### config.mk
export PLATFORM = sky130hd
export DESIGN_NAME = tape_ctl_regs
export DESIGN_NICKNAME = d
export VERILOG_FILES = /design/src/rtl/tcr_pkg.sv /design/src/rtl/tcr_cmd_ctl.sv /design/src/rtl/tcr_aux_regs.sv /design/src/rtl/tcr_rd_mux.sv /design/src/rtl/tape_ctl_regs.sv
export SDC_FILE = /design/constraint.sdc
export NUM_CORES = 1
export LEC_CHECK = 0
export BUFFER_PORTS_ARGS = -buffer_cell sky130_fd_sc_hd__buf_2
export CAP_MARGIN = 20
export CORE_MARGIN = 3
export CORE_UTILIZATION = 52
export CTS_CLUSTER_DIAMETER = 30
export DETAILED_ROUTE_END_ITERATION = 6
export PLACE_DENSITY = 0.75
export SKIP_CTS_REPAIR_TIMING = 1
export SYNTH_ARGS = -nofsm -noshare
export SYNTH_HDL_FRONTEND = slang
export SYNTH_SLANG_ARGS = --single-unit
### constraint.sdc
create_clock -name clk -period 1.92 [get_ports clk]
set_clock_uncertainty 0.15 [all_clocks]
set_input_delay 0.48 -clock clk [delete_from_list [all_inputs] [get_ports clk]]
set_output_delay 0.48 -clock clk [all_outputs]
set_load 0.02 [all_outputs]
### src/rtl/tcr_pkg.sv
package tcr_pkg;

    localparam int WORD_W   = 16;
    localparam int IX_W     = 3;
    localparam int FLAG_W   = 9;              // status bits 15..7
    localparam int ILL_FLAG = FLAG_W - 1;     // maps to status bit 15
    localparam int PAD_W    = WORD_W - FLAG_W - 1;

    // command bit positions (decoded by software and the engine)
    localparam int CB_GO    = 0;
    localparam int CB_FUNC  = 1;
    localparam int CB_XADDR = 4;
    localparam int CB_IE    = 6;
    localparam int CB_DONE  = 7;
    localparam int CB_UNIT  = 8;
    localparam int CB_PAR   = 11;
    localparam int CB_INIT  = 12;
    localparam int CB_DENS  = 13;
    localparam int CB_ERR   = 15;

    localparam logic [WORD_W-1:0] CMD_RW_MASK = 16'h6F7E;
    localparam logic [WORD_W-1:0] CMD_RESET   = 16'h0080;
    localparam logic [WORD_W-1:0] ERR_MASK    = 16'h8000;

    typedef enum logic [IX_W-1:0] {
        IX_STAT = 3'd0,
        IX_CMD  = 3'd1,
        IX_CNT  = 3'd2,
        IX_ADR  = 3'd3,
        IX_DBUF = 3'd4,
        IX_RLIN = 3'd5
    } reg_ix_e;

    typedef struct packed {
        logic              rd;
        logic              wr;
        logic              bytew;
        logic              hi;
        logic [IX_W-1:0]   ix;
        logic [WORD_W-1:0] wd;
    } bus_req_t;

    // merge a bus write into a current register value
    function automatic logic [WORD_W-1:0] merge_word(
        input logic [WORD_W-1:0] cur,
        input logic [WORD_W-1:0] wd,
        input logic              bytew,
        input logic              hi
    );
        logic [WORD_W-1:0] r;
        if (!bytew)  r = wd;
        else if (hi) r = {wd[7:0], cur[7:0]};
        else         r = {cur[15:8], wd[7:0]};
        return r;
    endfunction

endpackage

### src/rtl/tcr_cmd_ctl.sv
module tcr_cmd_ctl
    import tcr_pkg::*;
(
    input  logic              clk,
    input  logic              rst,
    input  bus_req_t          req,
    input  logic              eng_done,
    input  logic [FLAG_W-1:0] eng_flags,
    output logic              init_hit,
    output logic              go,
    output logic              irq,
    output logic              done_q,
    output logic              ie_q,
    output logic [FLAG_W-1:0] flags_q,
    output logic [WORD_W-1:0] cmd_q,
    output logic [WORD_W-1:0] cmd_word,
    output logic [WORD_W-1:0] stat_word
);

    logic [WORD_W-1:0] cmd_n;
    logic [WORD_W-1:0] merged;
    logic [FLAG_W-1:0] flags_n;
    logic              irq_n;
    logic              go_n;
    logic              hit;
    logic              err;

    assign hit      = req.wr && (req.ix == IX_CMD);
    assign err      = |flags_q;
    assign done_q   = cmd_q[CB_DONE];
    assign ie_q     = cmd_q[CB_IE];
    assign merged   = merge_word(cmd_word, req.wd, req.bytew, req.hi);
    assign init_hit = hit && done_q && merged[CB_INIT];

    assign cmd_word  = cmd_q | (err ? ERR_MASK : '0);
    assign stat_word = {flags_q, {PAD_W{1'b0}}, done_q};

    always_comb begin
        cmd_n   = cmd_q;
        flags_n = flags_q;
        irq_n   = irq;
        go_n    = 1'b0;
        if (eng_done) begin
            cmd_n[CB_DONE] = 1'b1;
            flags_n        = flags_n | eng_flags;
            if (ie_q) irq_n = 1'b1;
        end
        if (hit) begin
            if (!done_q) begin
                flags_n[ILL_FLAG] = 1'b1;
            end else begin
                if (!merged[CB_IE])
                    irq_n = 1'b0;
                else if ((done_q || err) && !ie_q)
                    irq_n = 1'b1;
                cmd_n = (cmd_n & ~CMD_RW_MASK) | (merged & CMD_RW_MASK);
                if (merged[CB_GO]) begin
                    cmd_n[CB_DONE] = 1'b0;
                    flags_n        = '0;
                    irq_n          = 1'b0;
                    go_n           = 1'b1;
                end
            end
        end
    end

    always_ff @(posedge clk) begin
        if (rst || init_hit) begin
            cmd_q   <= CMD_RESET;
            flags_q <= '0;
            irq     <= 1'b0;
            go      <= 1'b0;
        end else begin
            cmd_q   <= cmd_n;
            flags_q <= flags_n;
            irq     <= irq_n;
            go      <= go_n;
        end
    end

endmodule

### src/rtl/tcr_aux_regs.sv
module tcr_aux_regs
    import tcr_pkg::*;
#(
    parameter int DB_W   = 8,
    parameter int RL_BIT = 15
) (
    input  logic              clk,
    input  logic              srst,
    input  bus_req_t          req,
    output logic [WORD_W-1:0] cnt_q,
    output logic [WORD_W-1:0] adr_q,
    output logic [DB_W-1:0]   db_q,
    output logic [WORD_W-1:0] rl_q
);

    localparam logic [WORD_W-1:0] RL_TICK = WORD_W'(1) << RL_BIT;

    always_ff @(posedge clk) begin
        if (srst) begin
            cnt_q <= '0;
            adr_q <= '0;
            db_q  <= '0;
            rl_q  <= '0;
        end else begin
            if (req.wr) begin
                case (req.ix)
                    IX_CNT:  cnt_q <= merge_word(cnt_q, req.wd, req.bytew, req.hi);
                    IX_ADR:  adr_q <= merge_word(adr_q, req.wd, req.bytew, req.hi);
                    IX_DBUF: begin
                        if (!req.bytew)
                            db_q <= req.wd[DB_W-1:0];
                        else if (!req.hi)
                            db_q[7:0] <= req.wd[7:0];
                    end
                    default: ;
                endcase
            end
            if (req.rd && (req.ix == IX_RLIN))
                rl_q <= rl_q ^ RL_TICK;
        end
    end

endmodule

### src/rtl/tcr_rd_mux.sv
module tcr_rd_mux
    import tcr_pkg::*;
#(
    parameter int DB_W   = 8,
    parameter int RL_BIT = 15
) (
    input  logic              clk,
    input  logic              srst,
    input  bus_req_t          req,
    input  logic [WORD_W-1:0] stat_word,
    input  logic [WORD_W-1:0] cmd_word,
    input  logic [WORD_W-1:0] cnt_q,
    input  logic [WORD_W-1:0] adr_q,
    input  logic [DB_W-1:0]   db_q,
    input  logic [WORD_W-1:0] rl_q,
    output logic [WORD_W-1:0] rdata
);

    localparam logic [WORD_W-1:0] RL_TICK = WORD_W'(1) << RL_BIT;

    logic [WORD_W-1:0] sel;

    always_comb begin
        case (req.ix)
            IX_STAT: sel = stat_word;
            IX_CMD:  sel = cmd_word;
            IX_CNT:  sel = cnt_q;
            IX_ADR:  sel = adr_q;
            IX_DBUF: sel = WORD_W'(db_q);
            IX_RLIN: sel = rl_q ^ RL_TICK;
            default: sel = '0;
        endcase
    end

    always_ff @(posedge clk) begin
        if (srst)        rdata <= '0;
        else if (req.rd) rdata <= sel;
    end

endmodule

### src/rtl/tape_ctl_regs.sv
module tape_ctl_regs
    import tcr_pkg::*;
#(
    parameter int DB_W   = 8,
    parameter int RL_BIT = 15
) (
    input  logic              clk,
    input  logic              rst,
    input  logic              bus_rd,
    input  logic              bus_wr,
    input  logic              bus_byte,
    input  logic [3:0]        bus_addr,
    input  logic [15:0]       bus_wdata,
    output logic [15:0]       bus_rdata,
    output logic              irq,
    output logic              eng_go,
    output logic [2:0]        eng_func,
    output logic [2:0]        eng_unit,
    output logic [1:0]        eng_xaddr,
    output logic [1:0]        eng_dens,
    output logic              eng_par,
    output logic [15:0]       eng_count,
    output logic [15:0]       eng_addr,
    input  logic              eng_done,
    input  logic [8:0]        eng_flags
);

    bus_req_t          req;
    logic              init_hit;
    logic              srst;
    logic              done_q;
    logic              ie_q;
    logic [FLAG_W-1:0] flags_q;
    logic [WORD_W-1:0] cmd_q;
    logic [WORD_W-1:0] cmd_word;
    logic [WORD_W-1:0] stat_word;
    logic [WORD_W-1:0] rl_q;
    logic [DB_W-1:0]   db_q;

    assign req = '{rd: bus_rd, wr: bus_wr, bytew: bus_byte, hi: bus_addr[0],
                   ix: bus_addr[3:1], wd: bus_wdata};
    assign srst = rst || init_hit;

    tcr_cmd_ctl u_cmd (
        .clk       (clk),
        .rst       (rst),
        .req       (req),
        .eng_done  (eng_done),
        .eng_flags (eng_flags),
        .init_hit  (init_hit),
        .go        (eng_go),
        .irq       (irq),
        .done_q    (done_q),
        .ie_q      (ie_q),
        .flags_q   (flags_q),
        .cmd_q     (cmd_q),
        .cmd_word  (cmd_word),
        .stat_word (stat_word)
    );

    tcr_aux_regs #(.DB_W(DB_W), .RL_BIT(RL_BIT)) u_aux (
        .clk   (clk),
        .srst  (srst),
        .req   (req),
        .cnt_q (eng_count),
        .adr_q (eng_addr),
        .db_q  (db_q),
        .rl_q  (rl_q)
    );

    tcr_rd_mux #(.DB_W(DB_W), .RL_BIT(RL_BIT)) u_rd (
        .clk       (clk),
        .srst      (srst),
        .req       (req),
        .stat_word (stat_word),
        .cmd_word  (cmd_word),
        .cnt_q     (eng_count),
        .adr_q     (eng_addr),
        .db_q      (db_q),
        .rl_q      (rl_q),
        .rdata     (bus_rdata)
    );

    assign eng_func  = cmd_q[CB_FUNC +: 3];
    assign eng_unit  = cmd_q[CB_UNIT +: 3];
    assign eng_xaddr = cmd_q[CB_XADDR +: 2];
    assign eng_dens  = cmd_q[CB_DENS +: 2];
    assign eng_par   = cmd_q[CB_PAR];

endmodule

==> reports/metrics.yaml, run 1 <==
clock_tree:
  cts_inserted_buffers: 9
  tritoncts: "yes"
  htree_levels: 3
  cts_buffer_depth: 2
  clock_latency_ps: 350
  clock-sinks: 81
  cts.clk_slew.worst_paths_ps: 80
  cts_root_buffer: "clkbuf_8"
timing:
  fmax_mhz: 609
  slew_headroom_pct: 67.3
  setup_viol: 0
  fin_setup_tns_ps: 0
  finalCriticalPeriod_ps: 1640
  hold_viol_final: 0
  tightest_slew_ps: 478
  min_period_over_period_pct: 85.5
  rsz0062_at_grt: "false"
  slew_violations: 0
final_layout:
  drive_above_1_share_pct: 30.0
  fillers: 549
  finalInstanceArea_um2: 4530
  synthToLayoutAreaGrowth_pct: 24.1
  fin_nets: 530
synth:
  synth_compound_area_share_pct: 13.1
  yosys_warnings: 0
  yosys-mux-area-fraction_pct: 17.3
  ys_async_sr_fraction_pct: 0
  syn-cell-area_um2: 3650
  synth-main-ff-cell: "dfxtp_1"
  synthAdderAreaFrac_pct: 0
  netlist_instances: 392
  ys_seq_area_share_pct: 44.4
  synth_common_cells: "dfxtp_1 (81), nor2_1 (67), mux2i_1 (45), a21oi_1 (37), nand3_1 (22)"
  synth_edf_count: 0
  synth_top_family_by_area: "simple AND/OR/NAND/NOR gates"
  synth_top_area_share_pct: 44.4
  synth-simple-area-share_pct: 18.8
  synth_area_leader_cell: "dfxtp_1"
  synthesis.nets: 427
  synth.area.top_cells: "dfxtp_1 (44%), mux2i_1 (12%), nor2_1 (6.9%)"
  synth_most_common_cell: "dfxtp_1"
  avgSynthCellArea_um2: 9.32
  synth_cell_types: 46
  synth_xor_area_share_pct: 0.240
  ys_ff_latch: 81
power:
  p_leak_nw: 2.13
  vdd_drop_max_mv: 0.516
  powerDensity_nw_per_um2: 786
global_route:
  overflow: 0
  grt_max_degree: 42
  grtUsageTotal_pct: 24.5
  antenna_found_initial: 1
  grt_first_pass_wirelength_um: 16000
  first_global_vias: 3161
setup_path:
  r2r_start: "u_cmd.cmd_q[7]$_SDFF_PP1_"
  timing.rr.end: "u_rd.rdata[15]$_SDFFE_PP0P_"
  critPathRequiredTime_ps: 1990
  regToRegSetupSlack_ps: 280
  critPathLaunch: "u_cmd.cmd_q[7]$_SDFF_PP1_"
  cp.arrival_ps: 1710
  worstRegToRegCells: 5
  cp-end-kind: "register"
  critPathMaxFanout: 41
  start_kind: "register"
  critical_path_class: "reg2reg"
placed_design:
  place_congestion: 0.844
  numPortBuffers: 95
  hpwl_um: 7260
  placed_area_um2: 4300
min_path:
  worstHoldStart: "eng_flags[3]"
  whs_endpoint: "u_cmd.flags_q[3]$_SDFF_PP0_"
  min_path_cells: 3
  hold_class: "in2reg"
detailed_routing:
  via_per_inst: 5.43
  detail-route-antenna-nets: 0
  wirelength_um: 9800
  drc: 0
  drt_iter0_drc: 210
  vias: 3223
  dr.pass1.iters: 7
  wl_per_cell_um: 16.5
floorplanning:
  io_pins: 96
  dieArea_um2: 8070
  core_area_um2: 6570
  die_h_um: 89.8
  start_util_pct: 55.6
  rows: 29
  die_x_um: 89.8
status:
  status: "finished clean"
run:
  maxCapViolCount: 0
## power breakdown
group	leakage, nW	switching, mW	internal, mW
combinational	1.36	0.229	0.166
sequential	0.656	0.0314	1.72
clock	0.109	0.616	0.804
## stage by stage
step                setup slack, ps  utilization [%]  instances  power (mW)  hold slack [ps]
floorplan                      80.5                -        392        2.03              284
detailed placement            -16.4             65.5        577        2.18              299
global route                    173             69.0        594        3.68              229
CTS                             282             69.0        593        3.57              200
global placement               23.1             65.5        577        2.17              297
finish                          279             69.0        594        3.56              205
## logic make-up (layout without fill, tap and decap cells)
group | Yosys count | count (layout)
buffers and inverters | 38 | 146
muxes | 54 | 54
AOI/OAI and AO/OA | 77 | 77
DFF | 81 | 81
other | 0 | 1
and+or+nand+nor | 141 | 141
xor gates and xnor gates | 1 | 1
## state kept, by name, indices dropped and copies added, names as in the netlist
register       flops
u_cmd.go           1
u_cmd.irq          1
u_aux.db_q         8
u_cmd.flags_q      9
u_cmd.cmd_q       13
u_aux.adr_q       16
u_aux.cnt_q       16
u_rd.rdata        16
u_aux.rl_q         1
## worst max-delay path by stage
stage | endpoint | slack, ps
final | u_rd.rdata[15]$_SDFFE_PP0P_ | 280
after global routing | u_rd.rdata[15]$_SDFFE_PP0P_ | 170
after CTS | u_rd.rdata[15]$_SDFFE_PP0P_ | 280
after detailed placement | u_rd.rdata[15]$_SDFFE_PP0P_ | -20
after global placement | u_rd.rdata[15]$_SDFFE_PP0P_ | 20
after floorplan | u_rd.rdata[15]$_SDFFE_PP0P_ | 80
## per-layer routing
metal | track usage (%) | up-vias | part of all wire (%)
met2 | 36.7 | 143 | 45
met5 | 0 | - | 0
met1 | 35.5 | 1494 | 46
met3 | 3.92 | 15 | 7.6
met4 | 9.83 | 0 | 1.8
li1 | - | 1571 | -
## worst max-delay path, cell delays in order (launching register included)
cell and delay, ps:
dfxtp_1 400, and4bb_1 330, nand2_2 120, o21ai_4 200, buf_12 230, a211oi_1 60
## final cells by class
class / instances / area, um2 / area share (%)
multi-input cells: 273 / 1800 / 39.8
flip-flops and latches: 81 / 1620 / 35.8
repair buffers: 119 / 718 / 15.8
clock buffers: 12 / 155 / 3.42
well taps: 93 / 116 / 2.57
clock inverters: 4 / 75.1 / 1.66
inverters: 11 / 41.3 / 0.911
diodes: 1 / 2.50 / 0.0552
## cell usage in the layout, fill, tap and decap left out, types with 2 or more instances in the layout
cell type	instances
inv_1	11
nand2_1	16
clkinvlp_4	2
dfxtp_1	81
a211oi_1	3
o21a_1	2
mux2i_1	45
mux2_2	2
o21ai_0	16
nor2_1	67
clkbuf_8	11
mux4_2	7
nand3_1	22
nor3b_2	2
nor2b_1	10
buf_12	5
nand4b_1	2
a21oi_1	37
and3_1	3
nand2b_1	9
a22o_1	7
bufinv_16	2
buf_4	19
buf_2	95
(Power assumes the default switching activity.)
==> inputs of run 2 (changes only) <==
RECOVER_POWER = 100   (was not set)
==> run 2 against run 1 <==
- combinational power down 2%
- largest power group unchanged
- sequential power about the same
- utilization decreased by 1.2 points
- non-clock buffer count unchanged
- critical path type unchanged
- worst setup slack lost 45 ps
- cell area decreased by 1.7%
- largest cell class unchanged
- highest routed layer unchanged
==> reports/metrics.yaml, run 2 (same netlist as run 1, synthesis figures left out) <==
status:
  status: "finished clean"  # unchanged
clock_tree:
  clock-sinks: 81  # unchanged
  tritoncts: "yes"  # unchanged
  cts_buffer_depth: 2  # unchanged
  cts_root_buffer: "clkbuf_8"  # unchanged
  cts.clk_slew.worst_paths_ps: 80  # about the same
  cts_inserted_buffers: 9  # unchanged
  htree_levels: 3  # unchanged
  clock_latency_ps: 350  # about the same
min_path:
  worstHoldStart: "eng_flags[3]"  # unchanged
  min_path_cells: 3  # unchanged
  hold_class: "in2reg"  # unchanged
  whs_endpoint: "u_cmd.flags_q[3]$_SDFF_PP0_"  # unchanged
run:
  maxCapViolCount: 0  # unchanged
setup_path:
  worstRegToRegCells: 5  # unchanged
  r2r_start: "u_cmd.cmd_q[7]$_SDFF_PP1_"  # unchanged
  critPathMaxFanout: 41  # unchanged
  start_kind: "register"  # unchanged
  cp.arrival_ps: 1750  # was 1710 ps
  critPathRequiredTime_ps: 1990  # about the same
  timing.rr.end: "u_rd.rdata[15]$_SDFFE_PP0P_"  # unchanged
  critical_path_class: "reg2reg"  # unchanged
  regToRegSetupSlack_ps: 230  # was 280 ps
  cp-end-kind: "register"  # unchanged
floorplanning:
  die_x_um: 89.8  # unchanged
  dieArea_um2: 8070  # unchanged
  io_pins: 96  # unchanged
  rows: 29  # unchanged
  die_h_um: 89.8  # unchanged
  start_util_pct: 55.6  # unchanged
  core_area_um2: 6570  # unchanged
placed_design:
  placed_area_um2: 4300  # unchanged
  numPortBuffers: 95  # unchanged
  pre_cts_slack_ps: -16.4  # unchanged
  hpwl_um: 7260  # unchanged
  place_congestion: 0.844  # unchanged
  dp.cells: 577  # unchanged
detailed_routing:
  wirelength_um: 9790  # was 9800 um
  wl_per_cell_um: 16.5  # about the same
  detail-route-antenna-nets: 0  # unchanged
  drc: 0  # unchanged
  drt_iter0_drc: 217  # was 210
  dr.pass1.iters: 6  # was 7
  vias: 3207  # was 3223
  via_per_inst: 5.40  # was 5.43
timing:
  worst_slack_ps: 234  # was 279 ps
  rsz0062_at_grt: "false"  # unchanged
  fmax_mhz: 593  # was 609 MHz
  setup_viol: 0  # unchanged
  fin_setup_tns_ps: 0  # unchanged
  slew_violations: 0  # unchanged
  finalCriticalPeriod_ps: 1690  # was 1640 ps
  min_period_over_period_pct: 87.8  # was 85.5%
  slew_headroom_pct: 67.7  # was 67.3%
  tightest_slew_ps: 473  # was 478 ps
  hold_viol_final: 0  # unchanged
final_layout:
  fillers: 574  # was 549
  fin_nets: 530  # unchanged
  reg.largest.list: "u_aux.adr_q (16), u_aux.cnt_q (16), u_rd.rdata (16)"  # unchanged
  fin_cells: 594  # unchanged
  drive_above_1_share_pct: 17.6  # was 30.0%
  layout_commonest_cell: "dfxtp_1"  # was buf_2
  finalInstanceArea_um2: 4450  # was 4530 um2
  synthToLayoutAreaGrowth_pct: 21.9  # was 24.1%
  final_cell_mix: "dfxtp_1 (81), nor2_1 (67), clkbuf_1 (62)"  # was buf_2 (95), dfxtp_1 (81), nor2_1 (67)
global_route:
  grt_max_degree: 42  # unchanged
  overflow: 0  # unchanged
  antenna_found_initial: 1  # unchanged
  first_global_vias: 3161  # unchanged
  grt_first_pass_wirelength_um: 16000  # unchanged
  grtUsageTotal_pct: 24.5  # unchanged
power:
  vdd_drop_max_mv: 0.510  # was 0.516 mV
  powerDensity_nw_per_um2: 797  # was 786 nW/um2
  p_leak_nw: 1.86  # was 2.13 nW
  total_power_mw: 3.55  # was 3.56 mW
[run 2: changes by cell type in the layout (fill, tap and decap cells not counted)]
cell      previous run  this run
clkbuf_1             1        62
nand2_1             16        17
and2_1               1         0
nand2_2              1         0
buf_4               19        18
clkbuf_4             0         1
and2_0               0         1
buf_2               95        34
[run 2: critical path, cell delays in order, from the launching register on]
cell	delay, ps
dfxtp_1	400
and4bb_1	310
nand2_1	160
o21ai_4	220
buf_12	230
a211oi_1	60
[run 2: metrics by stage]
step | hold slack [ps] | util (%)
global route | 229 | 67.8
CTS | 200 | 69.0
floorplan | 284 | -
detailed placement | 299 | 65.5
finish | 206 | 67.8
global placement | 297 | 65.5
[run 2: worst max-delay path by stage]
stage	start	end	slack (ps)	cells past startpoint
after floorplan	bus_addr[1]	u_rd.rdata[15]$_SDFFE_PP0P_	80	7
final	u_cmd.cmd_q[7]$_SDFF_PP1_	u_rd.rdata[15]$_SDFFE_PP0P_	230	5
after detailed placement	bus_addr[1]	u_rd.rdata[15]$_SDFFE_PP0P_	-20	6
after global routing	u_cmd.cmd_q[7]$_SDFF_PP1_	u_rd.rdata[15]$_SDFFE_PP0P_	130	5
after global placement	bus_addr[3]	u_rd.rdata[15]$_SDFFE_PP0P_	20	6
after CTS	u_cmd.cmd_q[7]$_SDFF_PP1_	u_rd.rdata[15]$_SDFFE_PP0P_	280	5
[run 2: layout make-up]
class	count	area [um2]	area share, %
clock inverters	4	75.1	1.69
clock buffers	12	155	3.48
multi-input cells	273	1800	40.4
well taps	93	116	2.61
repair buffers	119	642	14.4
inverters	11	41.3	0.927
flip-flops and latches	81	1620	36.4
diodes	1	2.50	0.0562
[run 2: metal layers]
metal  vias to the layer above  routed length (um)  track usage (%)  part of all wire [%]
li1                       1564                   -                -                     -
met1                      1515                4460             35.5                    46
met2                       116                4520             36.7                    46
met3                        12                 678             3.92                   6.9
met4                         0                 134             9.83                   1.4
met5                         -                   0                0                     0
[run 2: where the power goes]
| part | leakage, nW | internal, mW | switching, mW | total (mW) |
|---|---|---|---|---|
| Clock | 0.109 | 0.804 | 0.605 | 1.41 |
| Sequential | 0.656 | 1.72 | 0.0320 | 1.75 |
| Combinational | 1.09 | 0.160 | 0.229 | 0.389 |
| Total | 1.86 | 2.68 | 0.867 | 3.55 |
